**src/rtl/pio_pkg.sv**
```systemverilog
package pio_pkg;

    typedef enum logic [1:0] {
        MODE_OUT   = 2'd0,
        MODE_IN    = 2'd1,
        MODE_BIDIR = 2'd2,
        MODE_CTRL  = 2'd3
    } pio_mode_e;

    localparam logic SEL_DATA = 1'b0;
    localparam logic SEL_CTRL = 1'b1;

    typedef struct packed {
        logic      irq_en;
        pio_mode_e mode;
    } pio_ctrl_t;

    function automatic pio_ctrl_t decode_ctrl(input logic [2:0] word);
        pio_ctrl_t c;
        c.irq_en = word[2];
        c.mode   = pio_mode_e'(word[1:0]);
        return c;
    endfunction

endpackage

```
**src/rtl/pio_sync_edge.sv**
```systemverilog
module pio_sync_edge #(
    parameter int STAGES = 2
) (
    input  logic clk,
    input  logic rst,
    input  logic stb_n,
    output logic active,
    output logic rise
);
    localparam int LAST = STAGES - 1;

    logic [STAGES:0] chain_q;

    always_ff @(posedge clk) begin
        if (rst) chain_q <= '1;
        else     chain_q <= {chain_q[STAGES-1:0], stb_n};
    end

    assign active = ~chain_q[LAST];
    assign rise   = chain_q[LAST] & ~chain_q[STAGES];
endmodule

```
**src/rtl/pio_bus_mux.sv**
```systemverilog
module pio_bus_mux
    import pio_pkg::*;
#(
    parameter int W = 8
) (
    input  pio_mode_e      mode,
    input  logic [W-1:0]   mask,
    input  logic [W-1:0]   out_reg,
    input  logic [W-1:0]   in_reg,
    input  logic [W-1:0]   pin_in,
    input  logic           a_active,
    output logic [W-1:0]   pin_oe,
    output logic [W-1:0]   rdata
);
    always_comb begin
        unique case (mode)
            MODE_OUT: begin
                pin_oe = '1;
                rdata  = out_reg;
            end
            MODE_IN: begin
                pin_oe = '0;
                rdata  = in_reg;
            end
            MODE_BIDIR: begin
                pin_oe = {W{a_active}};
                rdata  = in_reg;
            end
            default: begin
                pin_oe = ~mask;
                rdata  = (pin_in & mask) | (out_reg & ~mask);
            end
        endcase
    end
endmodule

```
**src/rtl/hs_pio_port.sv**
```systemverilog
module hs_pio_port
    import pio_pkg::*;
#(
    parameter int W           = 8,
    parameter int SYNC_STAGES = 2
) (
    input  logic         clk,
    input  logic         rst,
    input  logic         cpu_sel,
    input  logic         cpu_we,
    input  logic         cpu_re,
    input  logic [W-1:0] cpu_wdata,
    output logic [W-1:0] cpu_rdata,
    input  logic [W-1:0] pin_in,
    output logic [W-1:0] pin_out,
    output logic [W-1:0] pin_oe,
    input  logic         a_stb_n,
    output logic         a_rdy,
    input  logic         b_stb_n,
    output logic         b_rdy,
    output logic         irq,
    input  logic         irq_ack
);
    localparam int NSTB = 2;

    pio_mode_e   mode_q;
    logic        ie_q, mask_pend_q;
    logic [W-1:0] out_q, in_q, mask_q;
    logic        a_rdy_q, b_rdy_q, irq_q;

    logic [NSTB-1:0] stb_n_v, stb_act, stb_rise;
    assign stb_n_v = {b_stb_n, a_stb_n};

    for (genvar i = 0; i < NSTB; i++) begin : g_sync
        pio_sync_edge #(.STAGES(SYNC_STAGES)) u_sync (
            .clk    (clk),
            .rst    (rst),
            .stb_n  (stb_n_v[i]),
            .active (stb_act[i]),
            .rise   (stb_rise[i])
        );
    end

    logic      ctrl_wr, data_wr, data_rd, hs_event;
    pio_ctrl_t ctrl_word;

    assign ctrl_wr   = cpu_we && (cpu_sel == SEL_CTRL);
    assign data_wr   = cpu_we && (cpu_sel == SEL_DATA);
    assign data_rd   = cpu_re && (cpu_sel == SEL_DATA);
    assign ctrl_word = decode_ctrl(cpu_wdata[2:0]);
    assign hs_event  = !ctrl_wr && (mode_q != MODE_CTRL) &&
                       (stb_rise[0] || (mode_q == MODE_BIDIR && stb_rise[1]));

    always_ff @(posedge clk) begin
        if (rst) begin
            mode_q      <= MODE_IN;
            ie_q        <= 1'b0;
            mask_pend_q <= 1'b0;
            mask_q      <= '1;
            out_q       <= '0;
            in_q        <= '0;
            a_rdy_q     <= 1'b0;
            b_rdy_q     <= 1'b0;
        end else if (ctrl_wr) begin
            if (mask_pend_q) begin
                mask_q      <= cpu_wdata;
                mask_pend_q <= 1'b0;
            end else begin
                mode_q      <= ctrl_word.mode;
                ie_q        <= ctrl_word.irq_en;
                mask_pend_q <= (ctrl_word.mode == MODE_CTRL);
                a_rdy_q     <= 1'b0;
                b_rdy_q     <= 1'b0;
            end
        end else begin
            if (data_wr) out_q <= cpu_wdata;
            unique case (mode_q)
                MODE_OUT: begin
                    if (stb_rise[0]) a_rdy_q <= 1'b0;
                    if (data_wr)     a_rdy_q <= 1'b1;
                end
                MODE_IN: begin
                    if (stb_rise[0]) begin
                        in_q    <= pin_in;
                        a_rdy_q <= 1'b0;
                    end
                    if (data_rd) a_rdy_q <= 1'b1;
                end
                MODE_BIDIR: begin
                    if (stb_rise[0]) a_rdy_q <= 1'b0;
                    if (data_wr)     a_rdy_q <= 1'b1;
                    if (stb_rise[1]) begin
                        in_q    <= pin_in;
                        b_rdy_q <= 1'b0;
                    end
                    if (data_rd) b_rdy_q <= 1'b1;
                end
                default: begin
                    a_rdy_q <= 1'b0;
                    b_rdy_q <= 1'b0;
                end
            endcase
        end
    end

    always_ff @(posedge clk) begin
        if (rst)                  irq_q <= 1'b0;
        else if (hs_event && ie_q) irq_q <= 1'b1;
        else if (irq_ack)         irq_q <= 1'b0;
    end

    pio_bus_mux #(.W(W)) u_mux (
        .mode     (mode_q),
        .mask     (mask_q),
        .out_reg  (out_q),
        .in_reg   (in_q),
        .pin_in   (pin_in),
        .a_active (stb_act[0]),
        .pin_oe   (pin_oe),
        .rdata    (cpu_rdata)
    );

    assign pin_out = out_q;
    assign a_rdy   = a_rdy_q;
    assign b_rdy   = b_rdy_q;
    assign irq     = irq_q;
endmodule

```
**config.mk**
```make
export PLATFORM = sky130hd
export DESIGN_NAME = hs_pio_port
export DESIGN_NICKNAME = d
export VERILOG_FILES = /design/src/rtl/pio_pkg.sv /design/src/rtl/pio_sync_edge.sv /design/src/rtl/pio_bus_mux.sv /design/src/rtl/hs_pio_port.sv
export SDC_FILE = /design/constraint.sdc
export NUM_CORES = 1
export LEC_CHECK = 0
export BUFFER_PORTS_ARGS = -buffer_cell sky130_fd_sc_hd__buf_4
export CORE_UTILIZATION = 46
export CTS_CLUSTER_DIAMETER = 40
export DETAILED_ROUTE_END_ITERATION = 6
export GPL_ROUTABILITY_DRIVEN = 0
export PLACE_DENSITY_LB_ADDON = 0.25
export SLEW_MARGIN = 15
export SYNTH_ARGS = -nofsm -noshare
export SYNTH_HDL_FRONTEND = slang
export SYNTH_SLANG_ARGS = --single-unit
```
**constraint.sdc**
```tcl
create_clock -name clk -period 1.8 [get_ports clk]
set_input_delay 0.54 -clock clk [delete_from_list [all_inputs] [get_ports clk]]
set_output_delay 0.54 -clock clk [all_outputs]
set_load 0.01 [all_outputs]
```
# After elaboration in Yosys (flattened, before gate mapping)
# Index checks and enable logic that the tools add are counted.
[word_totals] register_bits=37 latch_bits=0 mem_bits_rw=0 mem_bits_ro=0 wordCells=70 mem_count=0
[op_classes] addsub=0 n_mul=0 div=0 magnitude_cmp=0 n_eq_ne=9 shifts=0 n_mux=18 bitwise_logic=12 n_reduce_logical=20
[op_table] op="8-bit case mux with 2 select lines" count=2
[op_table] op="8-bit case mux with 3 select lines" count=1
[op_table] op="8-bit bitwise AND" count=2
[op_table] op="8-bit 2-to-1 mux" count=2
[op_table] op="1-bit 2-to-1 mux" count=11
[op_table] op="8-bit inverter" count=1
[op_table] op="8-bit OR" count=1
[op_table] op="1-bit logical AND" count=7
[op_table] op="2-bit != test (second input constant)" count=3
[op_table] op="1-bit inverter" count=6
[op_table] op="2-bit AND reduction" count=3
[op_table] op="2-bit OR reduction" count=3
[op_table] op="2-bit equality test (second input constant)" count=2
[op_table] op="2-bit by 1-bit != test with 1-bit output (second input constant)" count=2
[op_table] op="4-bit by 3-bit != test with 1-bit output (second input constant)" count=1
[op_table] op="1-bit case mux with 2 select lines" count=2
[op_table] op="4-bit AND reduction" count=1
[op_table] op="2-bit nonzero test" count=2
[op_table] op="3-bit AND reduction" count=1
[op_table] op="1-bit bitwise AND" count=2
[op_table] op="2-bit by 1-bit equality test with 1-bit output (second input constant)" count=1
[op_table] op="2-bit zero test" count=1
[op_table] op="1-bit zero test" count=1
[op_table] op="1-bit logical OR" count=1

# Depth between registers and ports, before layout
# Gate-level depths: netlist of run 1.
[logic_depth] word_depth=7 mapped_depth=6 ltp_nobuf=5

# Cells and area by module
# From an unflattened synthesis of run 1, not the netlist that was laid out.
[hier_totals] hier_cells=200 hier_area_um2=1826.8
[modules_own_cells] mod="hs_pio_port" n_inst=1 cells_per_inst=137 area_each_um2=1290.0 seq_area_each_um2=620.6
[modules_own_cells] mod="pio_bus_mux" n_inst=1 cells_per_inst=47 area_each_um2=359.1 seq_area_each_um2=0.0
[modules_own_cells] mod="pio_sync_edge" n_inst=2 cells_per_inst=8 area_each_um2=88.8 seq_area_each_um2=60.1

# Least setup slack after synthesis of run 1
# Ideal clock, no wire load.
[synth_path] path_type="register to output" startpoint="register mode_q[0]" endpoint="output pin_oe[0]" t_arrival_ps=1428 setup_slack_ps=-168 stages_incl_launch_ff=6 cell_sequence="dfxtp_1 -> inv_1 -> ha_1 -> nor2b_1 -> o21ai_0 -> o21ai_0"
[synth_via] elab_chain_len=2 elab_cells_between_ends=4 cone_classes="eq/ne (2); mux (1); reduce/logical (1)"
[synth_rtl] element="start, declared" line="hs_pio_port.sv:26" source="pio_mode_e mode_q;"
[synth_rtl] element="start signal, assigned" line="hs_pio_port.sv:69" source="mode_q <= ctrl_word.mode;"
[synth_rtl] element="2-bit equality test, or another cell as far along" line="pio_bus_mux.sv:16" source="unique case (mode)"
[synth_rtl] element="8-bit case mux with 3 select lines (*)" line="pio_bus_mux.sv:16"
[synth_rtl] element="end, declared" line="hs_pio_port.sv:16" source="output logic [W-1:0] pin_oe,"
# Mark *: on every way between the ends. The rest lies on a longest branch, timed or not.

# Worst setup path after layout of run 1
[layout_path] startpoint="register mode_q[1]" endpoint="output cpu_rdata[5]"
[layout_via] elab_chain_len=3 elab_cells_between_ends=5 cone_classes="eq/ne (2); mux (1); reduce/logical (2)"
[layout_rtl] element="2-bit equality test / 2-bit by 1-bit equality test with 1-bit output (equally long branches)" line="pio_bus_mux.sv:16"
[layout_rtl] element="2-bit OR reduction (no source line)"
[layout_rtl] element="8-bit case mux with 2 select lines (*)" line="pio_bus_mux.sv:16"
[layout_rtl] element="end, declared" line="hs_pio_port.sv:13" source="output logic [W-1:0] cpu_rdata,"
# Marked as above.

==> report_table.html, run 1 <==
<table>
<tr><th>Metric</th><th>Value</th></tr>
<tr><th colspan="2">STA</th></tr>
<tr><td>Relative slew margins</td><td>75.0%</td></tr>
<tr><td>Final worst-path cycle share</td><td>116%</td></tr>
<tr><td>Slew at the pin closest to its max-slew limit</td><td>around 370 ps</td></tr>
<tr><td>Final Critical Period</td><td>approximately 2100 ps</td></tr>
<tr><td>Setup slack after layout</td><td>-280 ps</td></tr>
<tr><td>Max Slew Vio Count</td><td>0</td></tr>
<tr><td>Max Clock Freq</td><td>481 MHz</td></tr>
<tr><td>Number of hold-slack violations in the final timing report</td><td>0</td></tr>
<tr><td>RSZ-0062 raised after global routing</td><td>true</td></tr>
<tr><td>Final clock skew</td><td>4.91 ps</td></tr>
<tr><td>Total of endpoints with negative setup slack in the final report</td><td>16</td></tr>
<tr><th colspan="2">Pwr</th></tr>
<tr><td>Switching component of the power</td><td>0.501 mW</td></tr>
<tr><td>Max IR drop VDD</td><td>between 0.0005 and 0.0006 V</td></tr>
<tr><td>P per Cell Area</td><td>698 nW/um^2</td></tr>
<tr><td>Power share of the clock group</td><td>31.8%</td></tr>
<tr><td>Net switching share of the total power</td><td>27.4%</td></tr>
<tr><td>Part of the total power dissipated in sequential elements</td><td>48.2%</td></tr>
<tr><td>Power Internal</td><td>around 1.3 mW</td></tr>
<tr><td>P_leak</td><td>1.18 nW</td></tr>
<tr><td>Combinational Power Share</td><td>about 20%</td></tr>
<tr><th colspan="2">Worst setup path</th></tr>
<tr><td>Setup Crit Path Kind</td><td>reg2out</td></tr>
<tr><td>Signal arrival time at the worst endpoint</td><td>1540 ps</td></tr>
<tr><td>Crit-path most repeated cell</td><td>sky130_fd_sc_hd__buf_6</td></tr>
<tr><td>Buffers plus inverters on the worst setup path</td><td>3</td></tr>
<tr><td>Cells traversed along the worst timing path</td><td>buf_6 -&gt; ha_4 -&gt; buf_6 -&gt; nor2b_1 -&gt; o21ai_1 -&gt; nand2_1 -&gt; buf_6</td></tr>
<tr><td>Worst Setup End Kind</td><td>output port</td></tr>
<tr><td>Maximum fanout count along the critical path</td><td>6</td></tr>
<tr><td>Required time reported for the critical path endpoint</td><td>1260 ps</td></tr>
<tr><td>Kind of start point of the critical path</td><td>flip-flop</td></tr>
<tr><td>Kind of cell adding the most delay to the critical path</td><td>buffers and inverters</td></tr>
<tr><td>Critical Path Max Stage Delay</td><td>330 ps</td></tr>
<tr><td>Library cell contributing the largest single delay on the critical path</td><td>sky130_fd_sc_hd__dfxtp_2</td></tr>
<tr><th colspan="2">Global route</th></tr>
<tr><td>Met2 Use GR</td><td>38.5%</td></tr>
<tr><td>Wire length of the first global-routing pass</td><td>between 7000 and 8000 um</td></tr>
<tr><td>Met3 usage</td><td>3.99%</td></tr>
<tr><td>Global-route total usage across every layer</td><td>a little under a quarter</td></tr>
<tr><td>Via count of the first global-routing pass</td><td>approximately 1,600</td></tr>
<tr><td>Global routing met1 resource utilization</td><td>30.9%</td></tr>
<tr><td>Layer carrying the most global-route usage</td><td>met2</td></tr>
<tr><td>Pin count of the biggest net entering global routing</td><td>48</td></tr>
<tr><td>Total grt overflow</td><td>0</td></tr>
<tr><td>Initial antenna violation count</td><td>0</td></tr>
<tr><th colspan="2">Floorplanning</th></tr>
<tr><td>Boundary pin count</td><td>51</td></tr>
<tr><td>Chip height</td><td>65.1 um</td></tr>
<tr><td>Initial Util</td><td>48.9%</td></tr>
<tr><td>Floorplan Core Area</td><td>3740 um^2</td></tr>
<tr><td>Rows</td><td>22</td></tr>
<tr><td>Die footprint</td><td>around 4200 um^2</td></tr>
<tr><td>DIE WIDTH</td><td>65.1 um</td></tr>
<tr><th colspan="2">Logic synthesis</th></tr>
<tr><td>Fraction of the yosys area taken by sequential cells</td><td>roughly 40%</td></tr>
<tr><td>Yosys cell types</td><td>28</td></tr>
<tr><td>Number of flops mapped to enable cells by yosys</td><td>0</td></tr>
<tr><td>Dominant cell type by area after synthesis</td><td>sky130_fd_sc_hd__dfxtp_1</td></tr>
<tr><td>Net count after synthesis</td><td>235</td></tr>
<tr><td>Yosys warns</td><td>0</td></tr>
<tr><td>Prevailing post-synth register cell</td><td>sky130_fd_sc_hd__dfxtp_1</td></tr>
<tr><td>Synth Cell Area</td><td>1830 um^2</td></tr>
<tr><td>Cells after synthesis</td><td>207</td></tr>
<tr><td>Post-synthesis sequential element count</td><td>37</td></tr>
<tr><td>Largest cells by area after synthesis</td><td>sky130_fd_sc_hd__dfxtp_1, sky130_fd_sc_hd__mux2i_1, sky130_fd_sc_hd__nand2b_1, sky130_fd_sc_hd__nand2_1, sky130_fd_sc_hd__o21ai_0</td></tr>
<tr><td>Yosys top cell area share</td><td>40.4%</td></tr>
<tr><td>FFs w/ async S/R, synth</td><td>0%</td></tr>
<tr><td>Mapped Avg Cell Area</td><td>around 8.8 um^2</td></tr>
<tr><th colspan="2">Final layout</th></tr>
<tr><td>Footprint of the multi-input gates</td><td>1140 um^2</td></tr>
<tr><td>Most frequent standard cell in the layout excluding fill and tap cells</td><td>sky130_fd_sc_hd__buf_4</td></tr>
<tr><td>Sequential cell area</td><td>743 um^2</td></tr>
<tr><td>Fraction of layout cells with a size suffix above 1</td><td>40.7%</td></tr>
<tr><td>Fill cell total of the finished layout</td><td>323</td></tr>
<tr><td>Number of diodes added for antenna fixing</td><td>0</td></tr>
<tr><td>Area added between synthesis and finish</td><td>43.0%</td></tr>
<tr><td>Commonest non-fill, non-tap cells in the layout</td><td>sky130_fd_sc_hd__buf_4, sky130_fd_sc_hd__dfxtp_1, sky130_fd_sc_hd__nand2_1</td></tr>
<tr><td>Final standard cell area without fillers</td><td>2620 um^2</td></tr>
<tr><td>Final standard cell utilization of the core</td><td>70.0%</td></tr>
<tr><td>Final Net Count</td><td>a little under 300</td></tr>
<tr><th colspan="2">CTS</th></tr>
<tr><td>Count of hold-fix buffers inserted at cts</td><td>0</td></tr>
<tr><td>Clock slew seen by the registers of the worst setup and hold paths</td><td>approximately 70 ps</td></tr>
<tr><td>Clk Latency, worst-skew pair</td><td>290 ps</td></tr>
<tr><td>Number of buffers inserted during clock tree synthesis</td><td>5</td></tr>
<tr><td>Number of buffers on the longest clock path</td><td>2</td></tr>
<tr><td>Root Buffer Master</td><td>sky130_fd_sc_hd__clkbuf_8</td></tr>
<tr><td>Number of clock sinks</td><td>37</td></tr>
<tr><td>Clock tree from TritonCTS</td><td>yes</td></tr>
<tr><td>Number of H-tree levels</td><td>2</td></tr>
<tr><th colspan="2">Drt</th></tr>
<tr><td>DR vias/cell</td><td>5.20</td></tr>
<tr><td>Router iterations before antenna repair</td><td>4</td></tr>
<tr><td>Starting DRT DRC Count</td><td>~110</td></tr>
<tr><td>Routed wire length</td><td>about 4600 um</td></tr>
<tr><td>Routed via count</td><td>1,655</td></tr>
<tr><td>Routed wirelength normalized by instance count</td><td>~15 um</td></tr>
<tr><td>Antenna Nets Post-Route</td><td>0</td></tr>
<tr><td>Number of DRC violations after detailed routing</td><td>0</td></tr>
<tr><th colspan="2">Worst hold path</th></tr>
<tr><td>Min-Delay Path Class</td><td>reg2reg</td></tr>
<tr><th colspan="2">Placement</th></tr>
<tr><td>Count of input and output buffers</td><td>50</td></tr>
<tr><td>Post-DP HPWL</td><td>3230 um</td></tr>
<tr><td>Placed Instance Area</td><td>2320 um^2</td></tr>
<tr><th colspan="2">Run</th></tr>
<tr><td>Max_cap viols</td><td>0</td></tr>
<tr><th colspan="2">Run status</th></tr>
<tr><td>Violations in the final reports</td><td>negative setup slack</td></tr>
<tr><td>Run status</td><td>finished with violations</td></tr>
</table>
cells by family after synthesis:
kind of cell	after synthesis	synth area share (%)
AO/OA/AOI/OAI	34	13.3
adder cells (fa/ha/maj)	4	2.73
buffers and inverters	17	4.03
flip-flops	37	40.4
multiplexers	22	12.0
AND/OR/NAND/NOR	93	27.5
worst register-to-register path, delay by kind of cell (launching register included):
family / cells / cell delay [ps]
mux: 1 / 200
buf+inv: 2 / 290
fa+ha+maj: 1 / 270
flops: 1 / 340
compound gates: 2 / 390
metrics by stage:
| stage | power (mW) | hold slack [ps] | setup WS, ps | std cells | TNS, ps |
|---|---|---|---|---|---|
| final | 1.83 | 412 | -280 | 318 | -4020 |
| after global routing | 1.91 | 431 | -334 | 318 | -5030 |
| after CTS | 1.83 | 415 | -266 | 318 | -4060 |
| after detailed placement | 1.21 | 397 | -166 | 307 | -1200 |
| after global placement | 1.21 | 393 | -80.4 | 307 | -611 |
| after floorplan | 1.06 | 389 | -27.3 | 207 | -219 |
Yosys cell counts (2+ instances only):
cell type / number
sky130_fd_sc_hd__nand3b_1: 9
sky130_fd_sc_hd__nand2b_1: 22
sky130_fd_sc_hd__a32oi_1: 9
sky130_fd_sc_hd__nor2b_1: 12
sky130_fd_sc_hd__o21ai_0: 17
sky130_fd_sc_hd__nand2_1: 27
sky130_fd_sc_hd__nor2_1: 11
sky130_fd_sc_hd__a21oi_1: 2
sky130_fd_sc_hd__ha_1: 4
sky130_fd_sc_hd__inv_1: 4
sky130_fd_sc_hd__mux2i_1: 22
sky130_fd_sc_hd__buf_2: 2
sky130_fd_sc_hd__or2_2: 7
sky130_fd_sc_hd__clkbuf_1: 9
sky130_fd_sc_hd__dfxtp_1: 37
flip-flops by register name, indices dropped and copies added, names as in the netlist:
name / cells
mask_q: 8
in_q: 8
g_sync.u_sync.chain_q: 6
irq: 1
a_rdy: 1
ie_q: 1
mask_pend_q: 1
b_rdy: 1
pin_out: 8
mode_q: 2
power groups by stage:
stage / combinational [mW] / sequential, mW / clock (mW)
floorplan: 0.169 / 0.892 / 0
global placement: 0.315 / 0.895 / 0
detailed placement: 0.319 / 0.895 / 0
CTS: 0.354 / 0.878 / 0.598
global route: 0.393 / 0.885 / 0.637
finish: 0.366 / 0.881 / 0.582
per-layer routing:
| metal | wire (um) | share of wire [%] | vias up |
|---|---|---|---|
| met5 | 0 | 0 | - |
| li1 | - | - | 835 |
| met2 | 2220 | 48 | 40 |
| met4 | 53 | 1.1 | 0 |
| met3 | 201 | 4.3 | 5 |
| met1 | 2170 | 47 | 775 |
final timing paths:
check	slack, ps	startpoint	endpoint	depth (start not counted)
max	-280	mode_q[1]	cpu_rdata[5]	7
min	410	g_sync[1].u_sync.chain_q[0]	g_sync[1].u_sync.chain_q[1]	1
max reg2reg	240	mode_q[0]	in_q[0]	6
min reg2reg	410	g_sync[1].u_sync.chain_q[0]	g_sync[1].u_sync.chain_q[1]	1
layout make-up:
cell class,count,area share [%]
Clock buffer,5,2.63
Clock inverter,3,0.812
Inverter,4,0.573
Multi-Input combinational cell,153,43.7
Sequential cell,37,28.4
Tap cell,48,2.29
Timing Repair Buffer,68,21.6
what timing repair did:
| action | 4_1_cts | 5_1_grt |
|---|---|---|
| endpoints found under the setup margin | 16 | 16 |
| pin swaps | 7 | 7 |
| buffers inserted | 3 | 0 |
| gates resized for setup | 46 | 18 |
| gates cloned | 1 | 0 |
No activity file was read; power rests on OpenSTA's default activity.
==> run 2, diff against run 1 <==
--- a/config.mk
+++ b/config.mk
@@ -6,7 +6,9 @@
 export NUM_CORES = 1
 export LEC_CHECK = 0
 export BUFFER_PORTS_ARGS = -buffer_cell sky130_fd_sc_hd__buf_4
-export CORE_UTILIZATION = 46
+export CELL_PAD_IN_SITES_DETAIL_PLACEMENT = 1
+export CELL_PAD_IN_SITES_GLOBAL_PLACEMENT = 1
+export CORE_UTILIZATION = 34
 export CTS_CLUSTER_DIAMETER = 40
 export DETAILED_ROUTE_END_ITERATION = 6
 export GPL_ROUTABILITY_DRIVEN = 0
==> run 2 against run 1 <==
Net effect: sequential share of layout area shrank 0.76 points; final area grew 3.4%; register-to-register slack lost 180 ps; the flow still finishes with violations (negative setup slack); critical endpoint is now pin_oe[2]; via count increased by 2.1%; total power rose by 2.0%.
==> report_table.html, run 2 (synthesis gave the netlist of run 1 again) <==
<table>
<tr><th>Metric</th><th>Value</th></tr>
<tr><th colspan="2">Global route</th></tr>
<tr><td>Via count of the first global-routing pass</td><td>1,554 (-0.51%)</td></tr>
<tr><td>Layer carrying the most global-route usage</td><td>met2</td></tr>
<tr><td>Met3 usage</td><td>3.57% (-0.42 points)</td></tr>
<tr><td>Global routing met1 resource utilization</td><td>27.7% (-3.3 points)</td></tr>
<tr><td>Total grt overflow</td><td>0 (unchanged)</td></tr>
<tr><td>Initial antenna violation count</td><td>0 (unchanged)</td></tr>
<tr><td>Met2 Use GR</td><td>30.4% (-8.2 points)</td></tr>
<tr><td>Pin count of the biggest net entering global routing</td><td>48 (unchanged)</td></tr>
<tr><td>Wire length of the first global-routing pass</td><td>8090 um (+8.4%)</td></tr>
<tr><td>Global-route total usage across every layer</td><td>19.5% (-3.9 points)</td></tr>
<tr><th colspan="2">Drt</th></tr>
<tr><td>Antenna Nets Post-Route</td><td>0 (unchanged)</td></tr>
<tr><td>Routed wire length</td><td>5450 um (+17%)</td></tr>
<tr><td>Starting DRT DRC Count</td><td>55 (-51%)</td></tr>
<tr><td>Router iterations before antenna repair</td><td>4 (unchanged)</td></tr>
<tr><td>Routed wirelength normalized by instance count</td><td>15.9 um (+8.8%)</td></tr>
<tr><td>DR vias/cell</td><td>4.92 (-5.4%)</td></tr>
<tr><td>Routed via count</td><td>1,689 (+2.1%)</td></tr>
<tr><td>Number of DRC violations after detailed routing</td><td>0 (unchanged)</td></tr>
<tr><th colspan="2">Worst setup path</th></tr>
<tr><td>Required time reported for the critical path endpoint</td><td>1260 ps (about the same)</td></tr>
<tr><td>Buffers plus inverters on the worst setup path</td><td>3 (unchanged)</td></tr>
<tr><td>Register-to-register path setup slack</td><td>60 ps (-180 ps)</td></tr>
<tr><td>Critical Path Max Stage Delay</td><td>400 ps (+70 ps)</td></tr>
<tr><td>Signal arrival time at the worst endpoint</td><td>1600 ps (+60 ps)</td></tr>
<tr><td>Kind of cell adding the most delay to the critical path</td><td>buffers and inverters</td></tr>
<tr><td>Worst Setup End Kind</td><td>output port</td></tr>
<tr><td>Kind of start point of the critical path</td><td>flip-flop</td></tr>
<tr><td>Worst reg2reg path startpoint</td><td>mode_q[1]</td></tr>
<tr><td>Cells traversed along the worst timing path</td><td>ha_4 -&gt; clkinvlp_4 -&gt; o21ai_4 -&gt; buf_8 -&gt; o21ai_2 -&gt; buf_4</td></tr>
<tr><td>Worst R2R Path Depth</td><td>8 (+2)</td></tr>
<tr><td>Maximum fanout count along the critical path</td><td>8 (+2)</td></tr>
<tr><td>Setup Crit Path Kind</td><td>reg2out</td></tr>
<tr><td>Library cell contributing the largest single delay on the critical path</td><td>sky130_fd_sc_hd__dfxtp_4</td></tr>
<tr><td>Capture point of the worst reg-to-reg path</td><td>b_rdy</td></tr>
<tr><th colspan="2">CTS</th></tr>
<tr><td>Number of H-tree levels</td><td>2 (unchanged)</td></tr>
<tr><td>Clock tree from TritonCTS</td><td>yes</td></tr>
<tr><td>Clk Latency, worst-skew pair</td><td>290 ps (about the same)</td></tr>
<tr><td>Number of clock sinks</td><td>37 (unchanged)</td></tr>
<tr><td>Root Buffer Master</td><td>sky130_fd_sc_hd__clkbuf_8</td></tr>
<tr><td>Number of buffers on the longest clock path</td><td>2 (unchanged)</td></tr>
<tr><td>Count of hold-fix buffers inserted at cts</td><td>0 (unchanged)</td></tr>
<tr><td>Number of buffers inserted during clock tree synthesis</td><td>5 (unchanged)</td></tr>
<tr><td>Clock slew seen by the registers of the worst setup and hold paths</td><td>80 ps (about the same)</td></tr>
<tr><th colspan="2">Worst hold path</th></tr>
<tr><td>Depth of the worst hold-timing path</td><td>1 (unchanged)</td></tr>
<tr><td>Beginning of the worst hold path</td><td>g_sync[1].u_sync.chain_q[0]</td></tr>
<tr><td>Hold-critical path endpoint</td><td>g_sync[1].u_sync.chain_q[1]</td></tr>
<tr><td>Min-Delay Path Class</td><td>reg2reg</td></tr>
<tr><th colspan="2">Final layout</th></tr>
<tr><td>Sequential cell area</td><td>748 um^2 (+0.67%)</td></tr>
<tr><td>Area added between synthesis and finish</td><td>47.9%</td></tr>
<tr><td>Footprint of the multi-input gates</td><td>1170 um^2 (+2.3%)</td></tr>
<tr><td>Fraction of layout cells with a size suffix above 1</td><td>41.8% (+1.0 points)</td></tr>
<tr><td>Final standard cell area without fillers</td><td>2710 um^2 (+3.4%)</td></tr>
<tr><td>Final Net Count</td><td>300 (+1.0%)</td></tr>
<tr><td>Commonest non-fill, non-tap cells in the layout</td><td>sky130_fd_sc_hd__buf_4, sky130_fd_sc_hd__dfxtp_1, sky130_fd_sc_hd__nand2_1</td></tr>
<tr><td>Number of diodes added for antenna fixing</td><td>0 (unchanged)</td></tr>
<tr><td>Fill cell total of the finished layout</td><td>629 (+95%)</td></tr>
<tr><td>Most frequent standard cell in the layout excluding fill and tap cells</td><td>sky130_fd_sc_hd__buf_4</td></tr>
<tr><th colspan="2">Floorplanning</th></tr>
<tr><td>Die footprint</td><td>5690 um^2 (+34%)</td></tr>
<tr><td>Floorplan Core Area</td><td>5140 um^2 (+37%)</td></tr>
<tr><td>DIE WIDTH</td><td>75.4 um (+16%)</td></tr>
<tr><td>Boundary pin count</td><td>51 (unchanged)</td></tr>
<tr><td>Rows</td><td>26 (+18%)</td></tr>
<tr><td>Chip height</td><td>75.4 um (+16%)</td></tr>
<tr><td>Initial Util</td><td>35.6% (-13 points)</td></tr>
<tr><th colspan="2">Pwr</th></tr>
<tr><td>Max IR drop VDD</td><td>0.000446 V (-24%)</td></tr>
<tr><td>Power Internal</td><td>1.33 mW (+0.50%)</td></tr>
<tr><td>Combinational Power Share</td><td>20.6% (+0.6 points)</td></tr>
<tr><td>Switching component of the power</td><td>0.531 mW (+6.0%)</td></tr>
<tr><td>P_leak</td><td>1.20 nW (+1.6%)</td></tr>
<tr><td>P per Cell Area</td><td>689 nW/um^2 (-1.4%)</td></tr>
<tr><td>Part of the total power dissipated in sequential elements</td><td>47.4% (-0.8 points)</td></tr>
<tr><td>Power share of the clock group</td><td>32.0% (+0.2 points)</td></tr>
<tr><td>Net switching share of the total power</td><td>28.5% (+1.1 points)</td></tr>
<tr><th colspan="2">Run status</th></tr>
<tr><td>Violations in the final reports</td><td>negative setup slack</td></tr>
<tr><td>Run status</td><td>finished with violations</td></tr>
<tr><th colspan="2">STA</th></tr>
<tr><td>Number of hold-slack violations in the final timing report</td><td>0 (unchanged)</td></tr>
<tr><td>Total of endpoints with negative setup slack in the final report</td><td>16 (unchanged)</td></tr>
<tr><td>Post-Route Setup TNS</td><td>-5050 ps (-1030 ps)</td></tr>
<tr><td>Hold slack</td><td>414 ps (+1.69 ps)</td></tr>
<tr><td>Final worst-path cycle share</td><td>119% (+3.1 points)</td></tr>
<tr><td>Max Clock Freq</td><td>468 MHz (-2.6%)</td></tr>
<tr><td>Relative slew margins</td><td>73.9% (-1.1 points)</td></tr>
<tr><td>Slew at the pin closest to its max-slew limit</td><td>392 ps (+17.1 ps)</td></tr>
<tr><td>Setup slack after layout</td><td>-336 ps (-55.9 ps)</td></tr>
<tr><td>Final Critical Period</td><td>2140 ps (+55.9 ps)</td></tr>
<tr><td>Max Slew Vio Count</td><td>0 (unchanged)</td></tr>
<tr><td>Final clock skew</td><td>9.80 ps (+4.89 ps)</td></tr>
<tr><td>RSZ-0062 raised after global routing</td><td>true</td></tr>
<tr><th colspan="2">Run</th></tr>
<tr><td>Max_cap viols</td><td>0 (unchanged)</td></tr>
<tr><th colspan="2">Placement</th></tr>
<tr><td>Placed Instance Area</td><td>2350 um^2 (+1.2%)</td></tr>
<tr><td>Post-DP HPWL</td><td>3790 um (+17%)</td></tr>
<tr><td>Count of input and output buffers</td><td>50 (unchanged)</td></tr>
</table>
[run 2: through the flow]
| step | instances | power, mW | util (%) | setup slack, ps |
|---|---|---|---|---|
| 6_report | 343 | 1.87 | 52.7 | -336 |
| 5_1_grt | 343 | 1.97 | 52.7 | -426 |
| 4_1_cts | 340 | 1.87 | 51.5 | -307 |
| 3_5_place_dp | 329 | 1.22 | 45.7 | -175 |
| 3_3_place_gp | 329 | 1.22 | 45.7 | -106 |
| 2_1_floorplan | 207 | 1.06 | - | -27.3 |
[run 2: final cells by class]
class / count / share of cell area, %
clock inverters: 3 / 0.785
multi-input cells: 153 / 43.2
clock buffers: 5 / 2.54
flip-flops and latches: 37 / 27.6
inverters: 4 / 0.878
repair buffers: 71 / 21.8
well taps: 70 / 3.23
[run 2: routing by layer]
layer,wire (um),up-vias
met5,0,-
met4,65,0
met3,171,9
met2,2630,36
met1,2590,806
li1,-,838
[run 2: repair_timing]
action,4_1_cts,5_1_grt
pin swaps,14,15
resized for setup,63,8
setup buffers,4,3
endpoints found under the setup margin,16,16
[run 2: how the worst max path moves through the flow]
stage	slack (ps)	start	to	cells past startpoint
final	-340	mode_q[1]	pin_oe[2]	6
after global routing	-430	mode_q[1]	cpu_rdata[1]	6
after CTS	-310	mode_q[1]	cpu_rdata[6]	6
after detailed placement	-170	mode_q[1]	cpu_rdata[6]	7
after global placement	-110	mode_q[0]	cpu_rdata[6]	7
after floorplan	-30	mode_q[0]	pin_oe[0]	5
[run 2: power by group through the flow]
stage               clock network, mW  logic (mW)  registers, mW
floorplan                           0       0.169          0.892
global placement                    0       0.320          0.896
detailed placement                  0       0.327          0.897
CTS                             0.616       0.367          0.882
global route                    0.666       0.416          0.887
finish                          0.597       0.385          0.884
==> run 3, diff against run 2 <==
--- a/config.mk
+++ b/config.mk
@@ -8,6 +8,7 @@
 export BUFFER_PORTS_ARGS = -buffer_cell sky130_fd_sc_hd__buf_4
 export CELL_PAD_IN_SITES_DETAIL_PLACEMENT = 1
 export CELL_PAD_IN_SITES_GLOBAL_PLACEMENT = 1
+export CORE_MARGIN = 5
 export CORE_UTILIZATION = 34
 export CTS_CLUSTER_DIAMETER = 40
 export DETAILED_ROUTE_END_ITERATION = 6
==> run 3 against run 2 <==
Net effect: final area fell by 3.0%; clock skew decreased by 4.3 ps; worst hold slack got worse by 2.1 ps; highest routed layer unchanged; the run still ends with negative setup slack left; largest cell class unchanged; critical path depth rose by 1; global-route usage fell by 4.3 points; clock-buffer cell count is the same; sequential share of layout area grew 0.87 points; first-iteration DRC count decreased by 9.1%.
==> report_table.html, run 3 (synthesis gave the netlist of run 1 again) <==
<table>
<tr><th>Metric</th><th>Value</th></tr>
<tr><th colspan="2">Global route</th></tr>
<tr><td>Via count of the first global-routing pass</td><td>1,757 (+13%)</td></tr>
<tr><td>Pin count of the biggest net entering global routing</td><td>48 (unchanged)</td></tr>
<tr><td>Initial antenna violation count</td><td>0 (unchanged)</td></tr>
<tr><td>Global-route total usage across every layer</td><td>15.2% (-4.3 points)</td></tr>
<tr><td>Wire length of the first global-routing pass</td><td>8630 um (+6.7%)</td></tr>
<tr><td>Total grt overflow</td><td>0 (unchanged)</td></tr>
<tr><th colspan="2">Drt</th></tr>
<tr><td>Router iterations before antenna repair</td><td>4 (unchanged)</td></tr>
<tr><td>Total met3 wirelength after detailed routing</td><td>199 um (+16%)</td></tr>
<tr><td>Number of DRC violations after detailed routing</td><td>0 (unchanged)</td></tr>
<tr><td>Uppermost routed layer</td><td>met4</td></tr>
<tr><td>DR vias/cell</td><td>4.94 (+0.28%)</td></tr>
<tr><td>Met2 Routed Length</td><td>2630 um (+0.15%)</td></tr>
<tr><td>Routed wire length</td><td>5390 um (-1.1%)</td></tr>
<tr><td>Routed wirelength normalized by instance count</td><td>16.0 um (+0.38%)</td></tr>
<tr><td>Routed metal-1 wire length</td><td>2520 um (-2.4%)</td></tr>
<tr><td>Starting DRT DRC Count</td><td>50 (-9.1%)</td></tr>
<tr><td>Routed via count</td><td>1,669 (-1.2%)</td></tr>
<tr><td>Antenna Nets Post-Route</td><td>0 (unchanged)</td></tr>
<tr><th colspan="2">CTS</th></tr>
<tr><td>Number of clock sinks</td><td>37 (unchanged)</td></tr>
<tr><td>Clock tree from TritonCTS</td><td>yes</td></tr>
<tr><td>Number of buffers inserted during clock tree synthesis</td><td>5 (unchanged)</td></tr>
<tr><td>Number of H-tree levels</td><td>2 (unchanged)</td></tr>
<tr><td>Number of buffers on the longest clock path</td><td>2 (unchanged)</td></tr>
<tr><td>Root Buffer Master</td><td>sky130_fd_sc_hd__clkbuf_8</td></tr>
<tr><td>Clk Latency, worst-skew pair</td><td>290 ps (about the same)</td></tr>
<tr><td>Clock slew seen by the registers of the worst setup and hold paths</td><td>80 ps (about the same)</td></tr>
<tr><th colspan="2">STA</th></tr>
<tr><td>RSZ-0062 raised after global routing</td><td>true</td></tr>
<tr><td>Relative slew margins</td><td>74.2% (+0.29 points)</td></tr>
<tr><td>Setup slack after layout</td><td>-343 ps (-6.87 ps)</td></tr>
<tr><td>Final clock skew</td><td>5.54 ps (-4.26 ps)</td></tr>
<tr><td>Final worst-path cycle share</td><td>119% (+0.38 points)</td></tr>
<tr><td>Max Clock Freq</td><td>467 MHz (-0.32%)</td></tr>
<tr><td>Total of endpoints with negative setup slack in the final report</td><td>16 (unchanged)</td></tr>
<tr><td>Slew at the pin closest to its max-slew limit</td><td>388 ps (-4.30 ps)</td></tr>
<tr><td>Final Critical Period</td><td>2140 ps (+6.87 ps)</td></tr>
<tr><td>Max Slew Vio Count</td><td>0 (unchanged)</td></tr>
<tr><td>Number of hold-slack violations in the final timing report</td><td>0 (unchanged)</td></tr>
<tr><th colspan="2">Worst setup path</th></tr>
<tr><td>Kind of cell adding the most delay to the critical path</td><td>flip-flops</td></tr>
<tr><td>Critical Path Max Stage Delay</td><td>410 ps (about the same)</td></tr>
<tr><td>Required time reported for the critical path endpoint</td><td>1260 ps (about the same)</td></tr>
<tr><td>Buffers plus inverters on the worst setup path</td><td>3 (unchanged)</td></tr>
<tr><td>Maximum fanout count along the critical path</td><td>7 (-1)</td></tr>
<tr><td>Setup Crit Path Kind</td><td>reg2out</td></tr>
<tr><td>Library cell contributing the largest single delay on the critical path</td><td>sky130_fd_sc_hd__dfxtp_4</td></tr>
<tr><td>Crit-path most repeated cell</td><td>sky130_fd_sc_hd__buf_4</td></tr>
<tr><td>Signal arrival time at the worst endpoint</td><td>1600 ps (about the same)</td></tr>
<tr><td>Cells traversed along the worst timing path</td><td>inv_4 -&gt; ha_4 -&gt; nor2b_1 -&gt; buf_4 -&gt; o21ai_2 -&gt; nand2_1 -&gt; buf_4</td></tr>
<tr><td>Worst Setup End Kind</td><td>output port</td></tr>
<tr><td>Kind of start point of the critical path</td><td>flip-flop</td></tr>
<tr><th colspan="2">Final layout</th></tr>
<tr><td>Number of diodes added for antenna fixing</td><td>0 (unchanged)</td></tr>
<tr><td>Final Net Count</td><td>295 (-1.7%)</td></tr>
<tr><td>Fill cell total of the finished layout</td><td>609 (-3.2%)</td></tr>
<tr><td>Commonest non-fill, non-tap cells in the layout</td><td>sky130_fd_sc_hd__buf_4, sky130_fd_sc_hd__dfxtp_1, sky130_fd_sc_hd__nand2_1</td></tr>
<tr><td>Area added between synthesis and finish</td><td>43.4%</td></tr>
<tr><td>Fraction of layout cells with a size suffix above 1</td><td>39.2% (-2.6 points)</td></tr>
<tr><td>Final standard cell utilization of the core</td><td>50.8% (-1.9 points)</td></tr>
<tr><td>Most frequent standard cell in the layout excluding fill and tap cells</td><td>sky130_fd_sc_hd__buf_4</td></tr>
<tr><th colspan="2">Run status</th></tr>
<tr><td>Violations in the final reports</td><td>negative setup slack</td></tr>
<tr><td>Run status</td><td>finished with violations</td></tr>
<tr><th colspan="2">Pwr</th></tr>
<tr><td>Max IR drop VDD</td><td>0.000326 V (-27%)</td></tr>
<tr><td>P per Cell Area</td><td>699 nW/um^2 (+1.5%)</td></tr>
<tr><td>Power after layout</td><td>1.84 mW (-1.6%)</td></tr>
<tr><td>P_leak</td><td>1.18 nW (-2.0%)</td></tr>
<tr><th colspan="2">Floorplanning</th></tr>
<tr><td>Rows</td><td>26 (unchanged)</td></tr>
<tr><td>DIE WIDTH</td><td>83.4 um (+11%)</td></tr>
<tr><td>Chip height</td><td>83.4 um (+11%)</td></tr>
<tr><td>Floorplan Core Area</td><td>5170 um^2 (+0.63%)</td></tr>
<tr><td>Die footprint</td><td>6960 um^2 (+22%)</td></tr>
<tr><td>Initial Util</td><td>35.4% (-0.22 points)</td></tr>
<tr><td>Boundary pin count</td><td>51 (unchanged)</td></tr>
<tr><th colspan="2">Placement</th></tr>
<tr><td>Post-DP HPWL</td><td>3990 um (+5.3%)</td></tr>
<tr><td>Count of input and output buffers</td><td>50 (unchanged)</td></tr>
<tr><th colspan="2">Worst hold path</th></tr>
<tr><td>Min-Delay Path Class</td><td>reg2reg</td></tr>
<tr><th colspan="2">Run</th></tr>
<tr><td>Max_cap viols</td><td>0 (unchanged)</td></tr>
</table>
-- run 3: repair_timing --
action	in CTS	in global routing
setup buffers	0	2
resized for setup	24	32
setup endpoints to repair	16	16
hold buffers	0	0
endpoints found under the hold margin	0	0
pin swaps	7	7
-- run 3: metal layers --
| metal | GRT usage (%) | vias up |
|---|---|---|
| met5 | 0 | - |
| met4 | 4.46 | 0 |
| met3 | 3.66 | 4 |
| met2 | 25.1 | 30 |
| met1 | 19.5 | 800 |
| li1 | - | 835 |
-- run 3: final cells by class --
| type | count | area [um^2] | area share [%] |
|---|---|---|---|
| clock inverter | 3 | 21.3 | 0.810 |
| tap | 70 | 87.6 | 3.33 |
| clock buffer | 5 | 68.8 | 2.62 |
| sequential | 37 | 748 | 28.5 |
| inverter | 4 | 23.8 | 0.905 |
| multi-input combinational | 153 | 1130 | 42.9 |
| timing repair buffer | 66 | 551 | 21.0 |
-- run 3: per-stage QoR --
stage | instance area [um^2] | TNS [ps] | worst slack [ps] | hold slack [ps] | cells
floorplan | 1830 | -219 | -27.3 | 389 | 207
global placement | 2360 | -751 | -84.1 | 390 | 329
detailed placement | 2360 | -1600 | -170 | 395 | 329
CTS | 2480 | -4470 | -298 | 413 | 336
global route | 2630 | -5890 | -417 | 429 | 338
finish | 2630 | -4570 | -343 | 412 | 338
-- run 3: path summary, 6_finish.rpt --
path	endpoint	slack, ps	start	cells past startpoint
max	cpu_rdata[6]	-340	mode_q[1]	7
min	g_sync[1].u_sync.chain_q[1]	410	g_sync[1].u_sync.chain_q[0]	1
max reg2reg	in_q[5]	180	mode_q[1]	6
min reg2reg	g_sync[1].u_sync.chain_q[1]	410	g_sync[1].u_sync.chain_q[0]	1
-- run 3: where the power goes --
group | total (mW) | leakage [nW] | internal, mW | switching, mW
combinational | 0.367 | 0.829 | 0.198 | 0.169
sequential | 0.882 | 0.303 | 0.851 | 0.0308
clock | 0.587 | 0.0445 | 0.275 | 0.313
total | 1.84 | 1.18 | 1.32 | 0.513
